`config.mk`:
```
export PLATFORM = sky130hd
export DESIGN_NAME = uart_regfront
export DESIGN_NICKNAME = d
export VERILOG_FILES = /design/src/rtl/uart_fe_pkg.sv /design/src/rtl/uart_fe_baud.sv /design/src/rtl/uart_fe_tx.sv /design/src/rtl/uart_fe_regs.sv /design/src/rtl/uart_regfront.sv
export SDC_FILE = /design/constraint.sdc
export NUM_CORES = 1
export LEC_CHECK = 0
export BUFFER_PORTS_ARGS = -buffer_cell sky130_fd_sc_hd__buf_2
export CAP_MARGIN = 40
export CORE_MARGIN = 2
export CORE_UTILIZATION = 39
export CTS_CLUSTER_SIZE = 24
export DETAILED_ROUTE_END_ITERATION = 10
export PLACE_DENSITY = 0.68
export SLEW_MARGIN = 10
export SYNTH_ARGS = -nofsm -noshare
export SYNTH_HDL_FRONTEND = slang
export SYNTH_HIERARCHICAL = 1
export SYNTH_SLANG_ARGS = --single-unit
```
`constraint.sdc`:
```
create_clock -name clk -period 4.3 [get_ports clk]
set_clock_uncertainty 0.1 [all_clocks]
set_input_delay 0.215 -clock clk [delete_from_list [all_inputs] [get_ports clk]]
set_output_delay 0.215 -clock clk [all_outputs]
set_load 0.01 [all_outputs]
```
`src/rtl/uart_fe_pkg.sv`:
```
package uart_fe_pkg;
   // word index (byte address bits [4:2]) of each register
   localparam int WIDX_ID0  = 0;
   localparam int WIDX_ID1  = 1;
   localparam int WIDX_ID2  = 2;
   localparam int WIDX_ID3  = 3;
   localparam int WIDX_DATA = 4;
   localparam int WIDX_STAT = 5;
   localparam int WIDX_DIVL = 6;
   localparam int WIDX_DIVH = 7;

   // status byte bit positions, decoded by software
   localparam int SB_FERR  = 0;
   localparam int SB_OVF   = 1;
   localparam int SB_RXIE  = 2;
   localparam int SB_FULL  = 3;
   localparam int SB_ONE   = 4;
   localparam int SB_EMPTY = 5;
   localparam int SB_TXIE  = 6;
   localparam int SB_TXE   = 7;

   localparam int FRAME_BITS = 10;

   typedef struct packed {
      logic rx_ie;
      logic tx_ie;
      logic ferr;
      logic ovf;
   } ctl_t;
endpackage

```
`src/rtl/uart_fe_baud.sv`:
```
module uart_fe_baud #(
   parameter int DIV_W = 16
) (
   input  logic             clk,
   input  logic             rst_n,
   input  logic             restart,
   input  logic [DIV_W-1:0] divisor,
   output logic             tick
);
   logic [DIV_W-1:0] cnt_q;

   assign tick = (cnt_q == divisor);

   always_ff @(posedge clk or negedge rst_n) begin
      if (!rst_n)       cnt_q <= '0;
      else if (restart) cnt_q <= '0;
      else if (tick)    cnt_q <= '0;
      else              cnt_q <= cnt_q + 1'b1;
   end
endmodule

```
`src/rtl/uart_fe_tx.sv`:
```
module uart_fe_tx import uart_fe_pkg::*; #(
   parameter int DIV_W      = 16,
   parameter int OVERSAMPLE = 4
) (
   input  logic             clk,
   input  logic             rst_n,
   input  logic             load,
   input  logic [7:0]       din,
   input  logic [DIV_W-1:0] divisor,
   output logic             txd,
   output logic             idle
);
   localparam int QW = (OVERSAMPLE > 1) ? $clog2(OVERSAMPLE) : 1;
   localparam int BW = $clog2(FRAME_BITS);
   localparam logic [QW-1:0] Q_LAST = QW'(OVERSAMPLE - 1);
   localparam logic [BW-1:0] B_LAST = BW'(FRAME_BITS - 1);

   logic [FRAME_BITS-1:0] frame_q;
   logic [BW-1:0]         bit_q;
   logic [QW-1:0]         qtr_q;
   logic                  busy_q;
   logic                  load_go;
   logic                  tick;

   assign load_go = load & ~busy_q;

   uart_fe_baud #(.DIV_W(DIV_W)) i_baud (
      .clk     (clk),
      .rst_n   (rst_n),
      .restart (load_go | ~busy_q),
      .divisor (divisor),
      .tick    (tick)
   );

   always_ff @(posedge clk or negedge rst_n) begin
      if (!rst_n) begin
         frame_q <= '1;
         bit_q   <= '0;
         qtr_q   <= '0;
         busy_q  <= 1'b0;
      end else if (load_go) begin
         frame_q <= {1'b1, din, 1'b0};
         bit_q   <= '0;
         qtr_q   <= '0;
         busy_q  <= 1'b1;
      end else if (busy_q && tick) begin
         if (qtr_q == Q_LAST) begin
            qtr_q <= '0;
            if (bit_q == B_LAST) begin
               busy_q  <= 1'b0;
               frame_q <= '1;
            end else begin
               bit_q   <= bit_q + 1'b1;
               frame_q <= {1'b1, frame_q[FRAME_BITS-1:1]};
            end
         end else begin
            qtr_q <= qtr_q + 1'b1;
         end
      end
   end

   assign txd  = busy_q ? frame_q[0] : 1'b1;
   assign idle = ~busy_q;
endmodule

```
`src/rtl/uart_fe_regs.sv`:
```
module uart_fe_regs import uart_fe_pkg::*; #(
   parameter int          ADDR_W    = 5,
   parameter int          DIV_W     = 16,
   parameter logic [15:0] RESET_DIV = 16'd26,
   parameter logic [31:0] ID_WORD   = 32'h0000_0000
) (
   input  logic              clk,
   input  logic              rst_n,
   input  logic              bus_sel,
   input  logic              bus_wr,
   input  logic [ADDR_W-1:0] bus_addr,
   input  logic [7:0]        bus_wdata,
   output logic [7:0]        bus_rdata,
   input  logic [7:0]        rxf_data,
   input  logic              rxf_empty,
   input  logic              rxf_full,
   input  logic              rxf_one_left,
   output logic              rxf_pop,
   input  logic              rx_frame_err,
   input  logic              rx_overrun,
   input  logic              tx_idle,
   output logic              tx_load,
   output logic [7:0]        tx_byte,
   output logic [DIV_W-1:0]  divisor,
   output ctl_t              ctl,
   output logic              irq
);
   localparam int HI_W = DIV_W - 8;

   logic             hit;
   logic [2:0]       widx;
   logic             acc_wr, acc_rd, wr_stat;
   ctl_t             ctl_q;
   logic [DIV_W-1:0] div_q;
   logic [7:0]       stat_byte, div_hi_byte;

   generate
      if (ADDR_W > 5) begin : g_upper
         assign hit = (bus_addr[ADDR_W-1:5] == '0);
      end else begin : g_flat
         assign hit = 1'b1;
      end
      if (HI_W == 8) begin : g_hi_full
         assign div_hi_byte = div_q[DIV_W-1:8];
      end else begin : g_hi_part
         assign div_hi_byte = {{(8-HI_W){1'b0}}, div_q[DIV_W-1:8]};
      end
   endgenerate

   assign widx    = bus_addr[4:2];
   assign acc_wr  = bus_sel & bus_wr & hit;
   assign acc_rd  = bus_sel & ~bus_wr & hit;
   assign wr_stat = acc_wr && (widx == 3'(WIDX_STAT));

   always_ff @(posedge clk or negedge rst_n) begin
      if (!rst_n) begin
         ctl_q <= '0;
         div_q <= RESET_DIV[DIV_W-1:0];
      end else begin
         if (wr_stat) begin
            ctl_q.rx_ie <= bus_wdata[SB_RXIE];
            ctl_q.tx_ie <= bus_wdata[SB_TXIE];
         end
         // error flags: only a written 0 clears, a new pulse always sets
         ctl_q.ferr <= rx_frame_err | (ctl_q.ferr & ~(wr_stat & ~bus_wdata[SB_FERR]));
         ctl_q.ovf  <= rx_overrun   | (ctl_q.ovf  & ~(wr_stat & ~bus_wdata[SB_OVF]));
         if (acc_wr && widx == 3'(WIDX_DIVL)) div_q[7:0]       <= bus_wdata;
         if (acc_wr && widx == 3'(WIDX_DIVH)) div_q[DIV_W-1:8] <= bus_wdata[HI_W-1:0];
      end
   end

   always_comb begin
      stat_byte           = '0;
      stat_byte[SB_FERR]  = ctl_q.ferr;
      stat_byte[SB_OVF]   = ctl_q.ovf;
      stat_byte[SB_RXIE]  = ctl_q.rx_ie;
      stat_byte[SB_FULL]  = rxf_full;
      stat_byte[SB_ONE]   = rxf_one_left;
      stat_byte[SB_EMPTY] = rxf_empty;
      stat_byte[SB_TXIE]  = ctl_q.tx_ie;
      stat_byte[SB_TXE]   = tx_idle;
   end

   always_comb begin
      bus_rdata = '0;
      if (hit) begin
         case (widx)
            3'(WIDX_ID0):  bus_rdata = ID_WORD[7:0];
            3'(WIDX_ID1):  bus_rdata = ID_WORD[15:8];
            3'(WIDX_ID2):  bus_rdata = ID_WORD[23:16];
            3'(WIDX_ID3):  bus_rdata = ID_WORD[31:24];
            3'(WIDX_DATA): bus_rdata = rxf_empty ? 8'h00 : rxf_data;
            3'(WIDX_STAT): bus_rdata = stat_byte;
            3'(WIDX_DIVL): bus_rdata = div_q[7:0];
            default:       bus_rdata = div_hi_byte;
         endcase
      end
   end

   assign rxf_pop = acc_rd && (widx == 3'(WIDX_DATA)) && !rxf_empty;
   assign tx_load = acc_wr && (widx == 3'(WIDX_DATA));
   assign tx_byte = bus_wdata;
   assign divisor = div_q;
   assign ctl     = ctl_q;
   assign irq     = (ctl_q.rx_ie & (~rxf_empty | ctl_q.ferr | ctl_q.ovf))
                  | (ctl_q.tx_ie & tx_idle);
endmodule

```
`src/rtl/uart_regfront.sv`:
```
module uart_regfront import uart_fe_pkg::*; #(
   parameter int          ADDR_W     = 5,
   parameter int          DIV_W      = 16,
   parameter int          OVERSAMPLE = 4,
   parameter logic [15:0] RESET_DIV  = 16'd26,
   parameter logic [31:0] ID_WORD    = 32'h0000_0000
) (
   input  logic              clk,
   input  logic              rst_n,
   input  logic              bus_sel,
   input  logic              bus_wr,
   input  logic [ADDR_W-1:0] bus_addr,
   input  logic [7:0]        bus_wdata,
   output logic [7:0]        bus_rdata,
   input  logic [7:0]        rxf_data,
   input  logic              rxf_empty,
   input  logic              rxf_full,
   input  logic              rxf_one_left,
   output logic              rxf_pop,
   input  logic              rx_frame_err,
   input  logic              rx_overrun,
   output logic              txd,
   output logic              irq
);
   generate
      if (ADDR_W < 5) begin : g_bad_addr
         $error("uart_regfront: ADDR_W must be at least 5");
      end
      if (DIV_W < 9 || DIV_W > 16) begin : g_bad_div
         $error("uart_regfront: DIV_W must lie in 9..16");
      end
      if (OVERSAMPLE < 2) begin : g_bad_os
         $error("uart_regfront: OVERSAMPLE must be at least 2");
      end
   endgenerate

   logic             tx_idle;
   logic             tx_load;
   logic [7:0]       tx_byte;
   logic [DIV_W-1:0] divisor;
   ctl_t             ctl;
   logic             rx_ie, tx_ie, frame_err;

   uart_fe_regs #(
      .ADDR_W    (ADDR_W),
      .DIV_W     (DIV_W),
      .RESET_DIV (RESET_DIV),
      .ID_WORD   (ID_WORD)
   ) i_regs (
      .clk          (clk),
      .rst_n        (rst_n),
      .bus_sel      (bus_sel),
      .bus_wr       (bus_wr),
      .bus_addr     (bus_addr),
      .bus_wdata    (bus_wdata),
      .bus_rdata    (bus_rdata),
      .rxf_data     (rxf_data),
      .rxf_empty    (rxf_empty),
      .rxf_full     (rxf_full),
      .rxf_one_left (rxf_one_left),
      .rxf_pop      (rxf_pop),
      .rx_frame_err (rx_frame_err),
      .rx_overrun   (rx_overrun),
      .tx_idle      (tx_idle),
      .tx_load      (tx_load),
      .tx_byte      (tx_byte),
      .divisor      (divisor),
      .ctl          (ctl),
      .irq          (irq)
   );

   uart_fe_tx #(
      .DIV_W      (DIV_W),
      .OVERSAMPLE (OVERSAMPLE)
   ) i_tx (
      .clk     (clk),
      .rst_n   (rst_n),
      .load    (tx_load),
      .din     (tx_byte),
      .divisor (divisor),
      .txd     (txd),
      .idle    (tx_idle)
   );

   assign rx_ie     = ctl.rx_ie;
   assign tx_ie     = ctl.tx_ie;
   assign frame_err = ctl.ferr;
endmodule

```
==> results of run 1 <==
## worst reg2reg max path, stage by stage, from the launching register on
cell,delay (ns)
sky130_fd_sc_hd__dfstp_2,0.57
sky130_fd_sc_hd__xnor2_1,0.11
sky130_fd_sc_hd__nand4_1,0.19
sky130_fd_sc_hd__nor4_1,0.35
sky130_fd_sc_hd__clkdlybuf4s15_2,0.31
sky130_fd_sc_hd__nand3_2,0.25
sky130_fd_sc_hd__or3_1,0.45
sky130_fd_sc_hd__o221ai_2,0.06
## area by class of cell
| type | count | area [um2] |
|---|---|---|
| Clock buffer | 6 | 82.58 |
| Inverter | 7 | 26.28 |
| Fill cell | 742 | 4323 |
| Tap cell | 102 | 127.6 |
| Multi-Input combinational cell | 215 | 1539 |
| Timing Repair Buffer | 41 | 219.0 |
| Clock inverter | 2 | 13.76 |
| Sequential cell | 52 | 1316 |
## metrics by stage
stage	cells	utilization, %
floorplan	294	-
global route	425	43.47
detailed placement	416	42.08
finish	425	43.47
CTS	425	43.47
global placement	415	41.93
## where the power goes
group | leakage (nW) | switching [mW] | internal [mW]
clock | 0.0516 | 0.166 | 0.132
combinational | 0.688 | 0.155 | 0.162
sequential | 0.639 | 0.100 | 0.596
total | 1.38 | 0.421 | 0.890
## cell families after synthesis
| kind of cell | Yosys count |
|---|---|
| adder cells (fa/ha/maj) | 4 |
| buffers and inverters | 27 |
| AND/OR/NAND/NOR | 123 |
| AO/OA/AOI/OAI | 39 |
| multiplexers | 21 |
| flip-flops | 52 |
| XOR/XNOR | 28 |
## state kept, by name, indices dropped and copies added (netlist names)
| name | flops |
|---|---|
| i_tx/frame_q | 9 |
| i_tx/qtr_q | 2 |
| i_tx/i_baud/cnt_q | 16 |
| i_tx/bit_q | 4 |
| i_regs/divisor | 16 |
| i_regs/ctl | 4 |
| i_tx/busy_q | 1 |
## routing by layer
metal / routed length (um) / vias to the layer above / global-route usage, %
li1: - / 1088 / -
met1: 3157 / 1096 / 24.71
met2: 3139 / 70 / 25.49
met3: 396 / 11 / 2.958
met4: 130 / 0 / 6.095
met5: 0 / - / 0
## synth_stat cells, types with 6 or more instances
cell / instances / area share (%)
sky130_fd_sc_hd__nor3_1: 9 / 1.5
sky130_fd_sc_hd__buf_4: 8 / 2.0
sky130_fd_sc_hd__xor2_1: 6 / 1.7
sky130_fd_sc_hd__nand2_1: 9 / 1.1
sky130_fd_sc_hd__nand4_1: 9 / 1.9
sky130_fd_sc_hd__nand3_1: 15 / 2.5
sky130_fd_sc_hd__o21ai_0: 7 / 1.2
sky130_fd_sc_hd__a222oi_1: 7 / 2.3
sky130_fd_sc_hd__dfrtp_1: 40 / 33
sky130_fd_sc_hd__nor2_1: 39 / 4.8
sky130_fd_sc_hd__mux2_2: 18 / 6.7
sky130_fd_sc_hd__a21oi_1: 8 / 1.3
sky130_fd_sc_hd__inv_1: 7 / 0.87
sky130_fd_sc_hd__dfstp_2: 12 / 10
sky130_fd_sc_hd__xnor2_1: 22 / 6.3
sky130_fd_sc_hd__buf_6: 6 / 2.2
## what timing repair did
item / 4_1_cts / 5_1_grt
endpoints found under the setup margin: 0 / 0
endpoints found under the hold margin: 40 / 0
hold buffers: 1 / 0
## worst max path at each step
stage | cells past startpoint | slack [ns] | start | to
3_5_place_dp | 7 | 1.89 | i_regs/divisor[1]$_DFFE_PN1P_ | i_tx/bit_q[0]$_DFFE_PN0P_
6_report | 7 | 1.83 | i_regs/divisor[3]$_DFFE_PN1P_ | i_tx/bit_q[3]$_DFFE_PN0P_
2_1_floorplan | 6 | 2.02 | i_regs/divisor[3]$_DFFE_PN1P_ | i_tx/bit_q[2]$_DFFE_PN0P_
3_3_place_gp | 6 | 1.55 | i_regs/divisor[3]$_DFFE_PN1P_ | i_tx/frame_q[0]$_DFFE_PN1P_
4_1_cts | 7 | 1.87 | i_regs/divisor[3]$_DFFE_PN1P_ | i_tx/bit_q[3]$_DFFE_PN0P_
5_1_grt | 7 | 1.63 | i_regs/divisor[1]$_DFFE_PN1P_ | i_tx/bit_q[1]$_DFFE_PN0P_
==> summary.txt, run 1 <==
Pwr
  • IR Drop Worst-Case VDD: 0.1514 mV
  • Leakage power total: 1.378 nW
  • Pwr per Cell Area: 394.4 nW/um2
  • Total power: 1.311 mW

Routing
  • Starting DRC count in detailed routing: 148
  • DRC violation count after routing: 0
  • Detailed-routing iteration count for the pre-antenna-repair pass: 5
  • Total number of vias: 2,265
  • Number of nets with antenna violations after routing: 0
  • Vias per cell: 5.329
  • Drt total wl: 6823 um
  • Average wire length per cell after detail routing: 16.05 um

Global route
  • Via count of the first global-routing pass: 2,339
  • Global-route wire length before repair: 11,440 um
  • Overall track demand over capacity in global routing: 17.01%
  • Initial antenna violation count: 0
  • Remaining global-route overflow: 0
  • Largest net degree at the start of global routing: 53

Hold path
  • Kind of path behind the tightest hold check: primary input to register
  • WHS Endpoint: i_regs/ctl[0]$_DFF_PN0_
  • Cells on Worst Hold Path: 3
  • Hold path startpoint: rx_overrun

Logic synthesis
  • EDFF count, synth: 0
  • Number of register bits inferred by synthesis: 52
  • Synthesized cell area: 3037 um2
  • Multiplexer area fraction after synthesis: 7.664%
  • Syn_area_per_cell: 10.33 um2
  • Sequential element share of the synthesized area: 43.35%
  • Post-Synth Adder-Cell Area: 1.648%
  • Largest family of logic cells by synthesized area: simple AND/OR/NAND/NOR gates
  • Top FF cell, synth: sky130_fd_sc_hd__dfrtp_1
  • Syn nets: 328
  • Post-synthesis compound-gate area fraction: 10.63%
  • Cells after Synth: 294
  • Yosys synthesis warning count: 6
  • Number of distinct standard cells referenced by the synthesized netlist: 53
  • Synthesized-area fraction occupied by and/or/nand/nor cells: 22.66%
  • XOR/XNOR Fraction of Synth Area: 8.076%
  • Fraction of synthesis flops using an asynchronous set or reset pin: 100.0%

Timing
  • Final Max Tran Viols: 0
  • Fmax achieved: 0.4052 GHz
  • Final setup violation count: 0
  • Count of final hold-check violations: 0
  • Setup repair after global routing missed its margin: no
  • Setup total negative slack: 0 ns
  • Post-route clock period utilization: 57.39%
  • Slew Limit Headroom: 43.11%
  • Min cycle time layout: 2.468 ns
  • Min setup slack post-route: 1.832 ns
  • Worst hold slack: 0.06701 ns
  • Slew at the pin closest to its max-slew limit: 0.8504 ns

Setup path
  • Sum of buffers and inverters on the critical path: 1
  • Critical Path Max Stage Delay: 0.57 ns
  • Number of cells on the worst reg-to-reg path: 7
  • Category of the worst setup path launch point: register
  • Kind of critical path: register to register
  • Startpoint of the worst-slack reg-to-reg timing path: i_regs/divisor[3]$_DFFE_PN1P_
  • Type of destination of the critical path: register
  • Delay-heaviest family, CP: simple AND/OR/NAND/NOR gates
  • Slowest cell on crit path: sky130_fd_sc_hd__dfstp_2
  • Critical register-to-register path endpoint: i_tx/bit_q[3]$_DFFE_PN0P_
  • Worst path required time: 4.43 ns
  • CP arrival: 2.60 ns
  • Chain of cells forming the critical path: xnor2_1 > nand4_1 > nor4_1 > clkdlybuf4s15_2 > nand3_2 > or3_1 > o221ai_2
  • Internal reg-to-reg setup slack: 1.83 ns
  • Crit path max fanout: 13

Clock network
  • Clock tree sinks: 52
  • Clock tree from TritonCTS: yes
  • Clk Tree Root Cell: sky130_fd_sc_hd__clkbuf_8
  • Number of H-tree branching levels: 2
  • Number of clock buffers inserted by TritonCTS: 5
  • Latest clock arrival within the worst-skew pair: 0.30 ns
  • Number of post-CTS setup repair buffers: 0
  • Worst-case clock buffer depth: 2
  • Clock slew at the register clock pins of the worst setup and hold paths: 0.10 ns
  • Post-CTS resize count: 0

Placed design
  • Cell area reported after detailed placement: 3218 um2
  • GP Congestion: 0.8371
  • Hpwl dp: 5021 um
  • Buffers on Ports: 38
  • Placement Setup Slack: 1.887 ns

Finish
  • Commonest cells after routing, fill and taps aside: sky130_fd_sc_hd__dfrtp_1 (40), sky130_fd_sc_hd__nor2_1 (39), sky130_fd_sc_hd__buf_2 (38), sky130_fd_sc_hd__xnor2_1 (22), sky130_fd_sc_hd__mux2_2 (18)
  • Leading cell type in the layout, fill and taps excluded: sky130_fd_sc_hd__dfrtp_1
  • Antenna Cells: 0
  • Layout area overhead: 9.477%
  • Fin area: 3324 um2
  • Layout net count: 356
  • Layout cells sized above 1: 30.34%

Floorplan
  • Row count: 32
  • Number of primary I/O pins: 41
  • Die area: 8508 um2
  • Chip Width: 92.24 um
  • Core box area: 7647 um2
  • Chip height: 92.24 um
  • Starting density of the core: 39.71%

Status
  • Outcome: finished clean

Run
  • Reported max-cap violation count: 0
No activity file was read; power rests on OpenSTA's default activity.
==> run 2: changes to the inputs <==
PLACE_DENSITY = 0.7   (was 0.68)
clock period = 2 ns   (was 4.3 ns; I/O delays follow)
==> run 2 against run 1 <==
  * The run now ends with setup timing left
  * Via count rose by 8.2%
  * Clock power rose to 2.5 times the previous value
  * Hold slack got worse by 0.031 ns
  * Cell area rose by 17%
  * Setup slack got worse by 1.9 ns
==> summary.txt, run 2 (same netlist as run 1, synthesis figures left out) <==
Timing
  • Final setup violation count: 16 (was 0)
  • Post-route clock period utilization: 103.6% (was 57.39%)
  • Fmax achieved: 0.4828 GHz (was 0.4052 GHz)
  • Final Max Tran Viols: 0 (unchanged)
  • Min setup slack post-route: -0.07131 ns (was 1.832 ns)
  • Slew Limit Headroom: 65.66% (was 43.11%)
  • Min cycle time layout: 2.071 ns (was 2.468 ns)
  • Setup repair after global routing missed its margin: yes (was no)
  • Worst hold slack: 0.03573 ns (was 0.06701 ns)
  • Slew at the pin closest to its max-slew limit: 0.5135 ns (was 0.8504 ns)
  • Count of final hold-check violations: 0 (unchanged)

Routing
  • Number of nets with antenna violations after routing: 0 (unchanged)
  • Average wire length per cell after detail routing: 16.93 um (was 16.05 um)
  • DRC violation count after routing: 0 (unchanged)
  • Total number of vias: 2,451 (was 2,265)
  • Drt total wl: 7872 um (was 6823 um)
  • Vias per cell: 5.271 (was 5.329)
  • Starting DRC count in detailed routing: 145 (was 148)
  • Detailed-routing iteration count for the pre-antenna-repair pass: 5 (unchanged)

Global route
  • Via count of the first global-routing pass: 2,567 (was 2,339)
  • Remaining global-route overflow: 0 (unchanged)
  • Global-route wire length before repair: 12,520 um (was 11,440 um)
  • Overall track demand over capacity in global routing: 18.77% (was 17.01%)
  • M3 GR Usage: 3.205% (was 2.958%)
  • Initial antenna violation count: 0 (unchanged)
  • Routing usage on met2: 32.05% (was 25.49%)
  • Most congested layer reported by global routing: met2 (unchanged)
  • Largest net degree at the start of global routing: 27 (was 53)
  • Routing usage on met1: 24.90% (was 24.71%)

Clock network
  • Number of H-tree branching levels: 2 (unchanged)
  • Clock slew at the register clock pins of the worst setup and hold paths: 0.10 ns (about the same)
  • Clk Tree Root Cell: sky130_fd_sc_hd__clkbuf_8 (unchanged)
  • Latest clock arrival within the worst-skew pair: 0.32 ns (was 0.30 ns)
  • Clock tree from TritonCTS: yes (unchanged)
  • Worst-case clock buffer depth: 2 (unchanged)
  • Clock tree sinks: 52 (unchanged)
  • Number of clock buffers inserted by TritonCTS: 5 (unchanged)

Setup path
  • Kind of critical path: register to register (unchanged)
  • Critical register-to-register path endpoint: i_tx/bit_q[2]$_DFFE_PN0P_ (was i_tx/bit_q[3]$_DFFE_PN0P_)
  • Slowest cell on crit path: sky130_fd_sc_hd__dfstp_2 (unchanged)
  • Startpoint of the worst-slack reg-to-reg timing path: i_regs/divisor[3]$_DFFE_PN1P_ (unchanged)
  • Launch point of the critical path: i_regs/divisor[3]$_DFFE_PN1P_ (unchanged)
  • Critical Path Max Stage Delay: 0.58 ns (was 0.57 ns)
  • Crit path max fanout: 9 (was 13)
  • Type of destination of the critical path: register (unchanged)
  • Chain of cells forming the critical path: xnor2_2 > nand4_1 > nor4_4 > and2_4 > a21oi_4 > a211o_1 (was xnor2_1 > nand4_1 > nor4_1 > clkdlybuf4s15_2 > nand3_2 > or3_1 > o221ai_2)
  • Category of the worst setup path launch point: register (unchanged)
  • CP arrival: 2.19 ns (was 2.60 ns)
  • Worst path required time: 2.11 ns (was 4.43 ns)
  • Internal reg-to-reg setup slack: -0.07 ns (was 1.83 ns)
  • Number of cells on the worst reg-to-reg path: 6 (was 7)

Placed design
  • Cell area reported after detailed placement: 3458 um2 (was 3218 um2)
  • GP Congestion: 0.8072 (was 0.8371)
  • Buffers on Ports: 38 (unchanged)
  • Hpwl dp: 5572 um (was 5021 um)
  • Total instance count after detailed placement: 443 (was 416)

Hold path
  • Kind of path behind the tightest hold check: primary input to register (unchanged)
  • Cells on Worst Hold Path: 2 (was 3)
  • WHS Endpoint: i_regs/divisor[9]$_DFFE_PN0P_ (was i_regs/ctl[0]$_DFF_PN0_)
  • Hold path startpoint: bus_wdata[1] (was rx_overrun)

Status
  • Outcome: finished with violations (was finished clean)
  • Failing checks: setup timing

Floorplan
  • Chip height: 92.24 um (unchanged)
  • Chip Width: 92.24 um (unchanged)
  • Die area: 8508 um2 (unchanged)
  • Starting density of the core: 39.71% (unchanged)
  • Row count: 32 (unchanged)
  • Core box area: 7647 um2 (unchanged)
  • Number of primary I/O pins: 41 (unchanged)

Finish
  • Fin area: 3881 um2 (was 3324 um2)
  • Commonest cells after routing, fill and taps aside: sky130_fd_sc_hd__dfrtp_1 (39), sky130_fd_sc_hd__buf_2 (38), sky130_fd_sc_hd__buf_4 (29), sky130_fd_sc_hd__nor2_1 (26), sky130_fd_sc_hd__xnor2_1 (21) (was sky130_fd_sc_hd__dfrtp_1 (40), sky130_fd_sc_hd__nor2_1 (39), sky130_fd_sc_hd__buf_2 (38), sky130_fd_sc_hd__xnor2_1 (22), sky130_fd_sc_hd__mux2_2 (18))
  • Layout area overhead: 27.81% (was 9.477%)
  • Fin cells: 465 (was 425)
  • Layout net count: 396 (was 356)
  • Antenna Cells: 0 (unchanged)
  • Leading cell type in the layout, fill and taps excluded: sky130_fd_sc_hd__dfrtp_1 (unchanged)
  • Layout cells sized above 1: 42.70% (was 30.34%)

Pwr
  • IR Drop Worst-Case VDD: 0.3083 mV (was 0.1514 mV)
  • Leakage power total: 1.609 nW (was 1.378 nW)
  • Total power: 3.287 mW (was 1.311 mW)
  • Pwr per Cell Area: 846.8 nW/um2 (was 394.4 nW/um2)

Run
  • Reported max-cap violation count: 0 (unchanged)
==> run 2: cell count changes in the layout (fill, tap and decap cells not counted), moves of 5 or more <==
cell                            previous run  this run
sky130_fd_sc_hd__dlygate4sd3_1             1        10
sky130_fd_sc_hd__o31ai_2                   2         7
sky130_fd_sc_hd__nor2_4                    1        14
sky130_fd_sc_hd__nor2_1                   39        26
sky130_fd_sc_hd__buf_4                     1        29
sky130_fd_sc_hd__o31ai_1                   5         0
==> run 2: power breakdown <==
part           internal (mW)  total (mW)  switching (mW)
registers               1.28        1.47           0.189
logic                  0.542        1.06           0.522
clock network          0.377       0.752           0.374
total                   2.20        3.29            1.09
==> run 2: how the worst max path moves through the flow <==
stage | to | slack, ns | depth (start not counted)
2_1_floorplan | i_tx/bit_q[2]$_DFFE_PN0P_ | -0.01 | 6
3_3_place_gp | i_tx/bit_q[3]$_DFFE_PN0P_ | -0.06 | 6
3_5_place_dp | i_tx/frame_q[0]$_DFFE_PN1P_ | -0.13 | 6
4_1_cts | i_tx/bit_q[2]$_DFFE_PN0P_ | -0.06 | 6
5_1_grt | i_tx/busy_q$_DFFE_PN0P_ | -0.18 | 7
6_report | i_tx/bit_q[2]$_DFFE_PN0P_ | -0.07 | 6
==> run 2: repair_timing <==
action                                  CTS  global route
gates resized for setup                   6            35
endpoints found under the setup margin   14            32
hold buffers                             10             0
pin swaps                                12            17
buffers inserted                          3             2
hold endpoints to repair                 66             0
cloned                                    0             1
==> run 2: routing by layer <==
layer  part of all wire, %  wire, um
met4                   1.2        96
met5                     0         0
met1                    43      3366
met2                    51      4051
met3                   4.5       357
==> run 2: final cells by class <==
class,instances,area (um2)
tap,102,127.6
fill,693,3766
sequential,52,1318
inverter,7,26.28
multi-input combinational,215,1710
clock inverter,3,46.29
timing repair buffer,81,584.3
clock buffer,5,68.82
==> run 2: worst max-delay path: cells and delay by family (launching register included) <==
kind / cells / cell delay, ns
and+or+nand+nor: 3 / 0.77
AOI/OAI and AO/OA: 2 / 0.41
xor gates and xnor gates: 1 / 0.12
DFF: 1 / 0.58
==> run 2: stage by stage <==
step	TNS, ns	setup WS (ns)	utilization (%)
6_report	-0.3656	-0.07131	50.75
2_1_floorplan	-0.01332	-0.01332	-
3_3_place_gp	-0.2049	-0.05992	45.22
5_1_grt	-2.807	-0.1840	50.75
3_5_place_dp	-1.216	-0.1322	45.22
4_1_cts	-0.3614	-0.06245	48.58
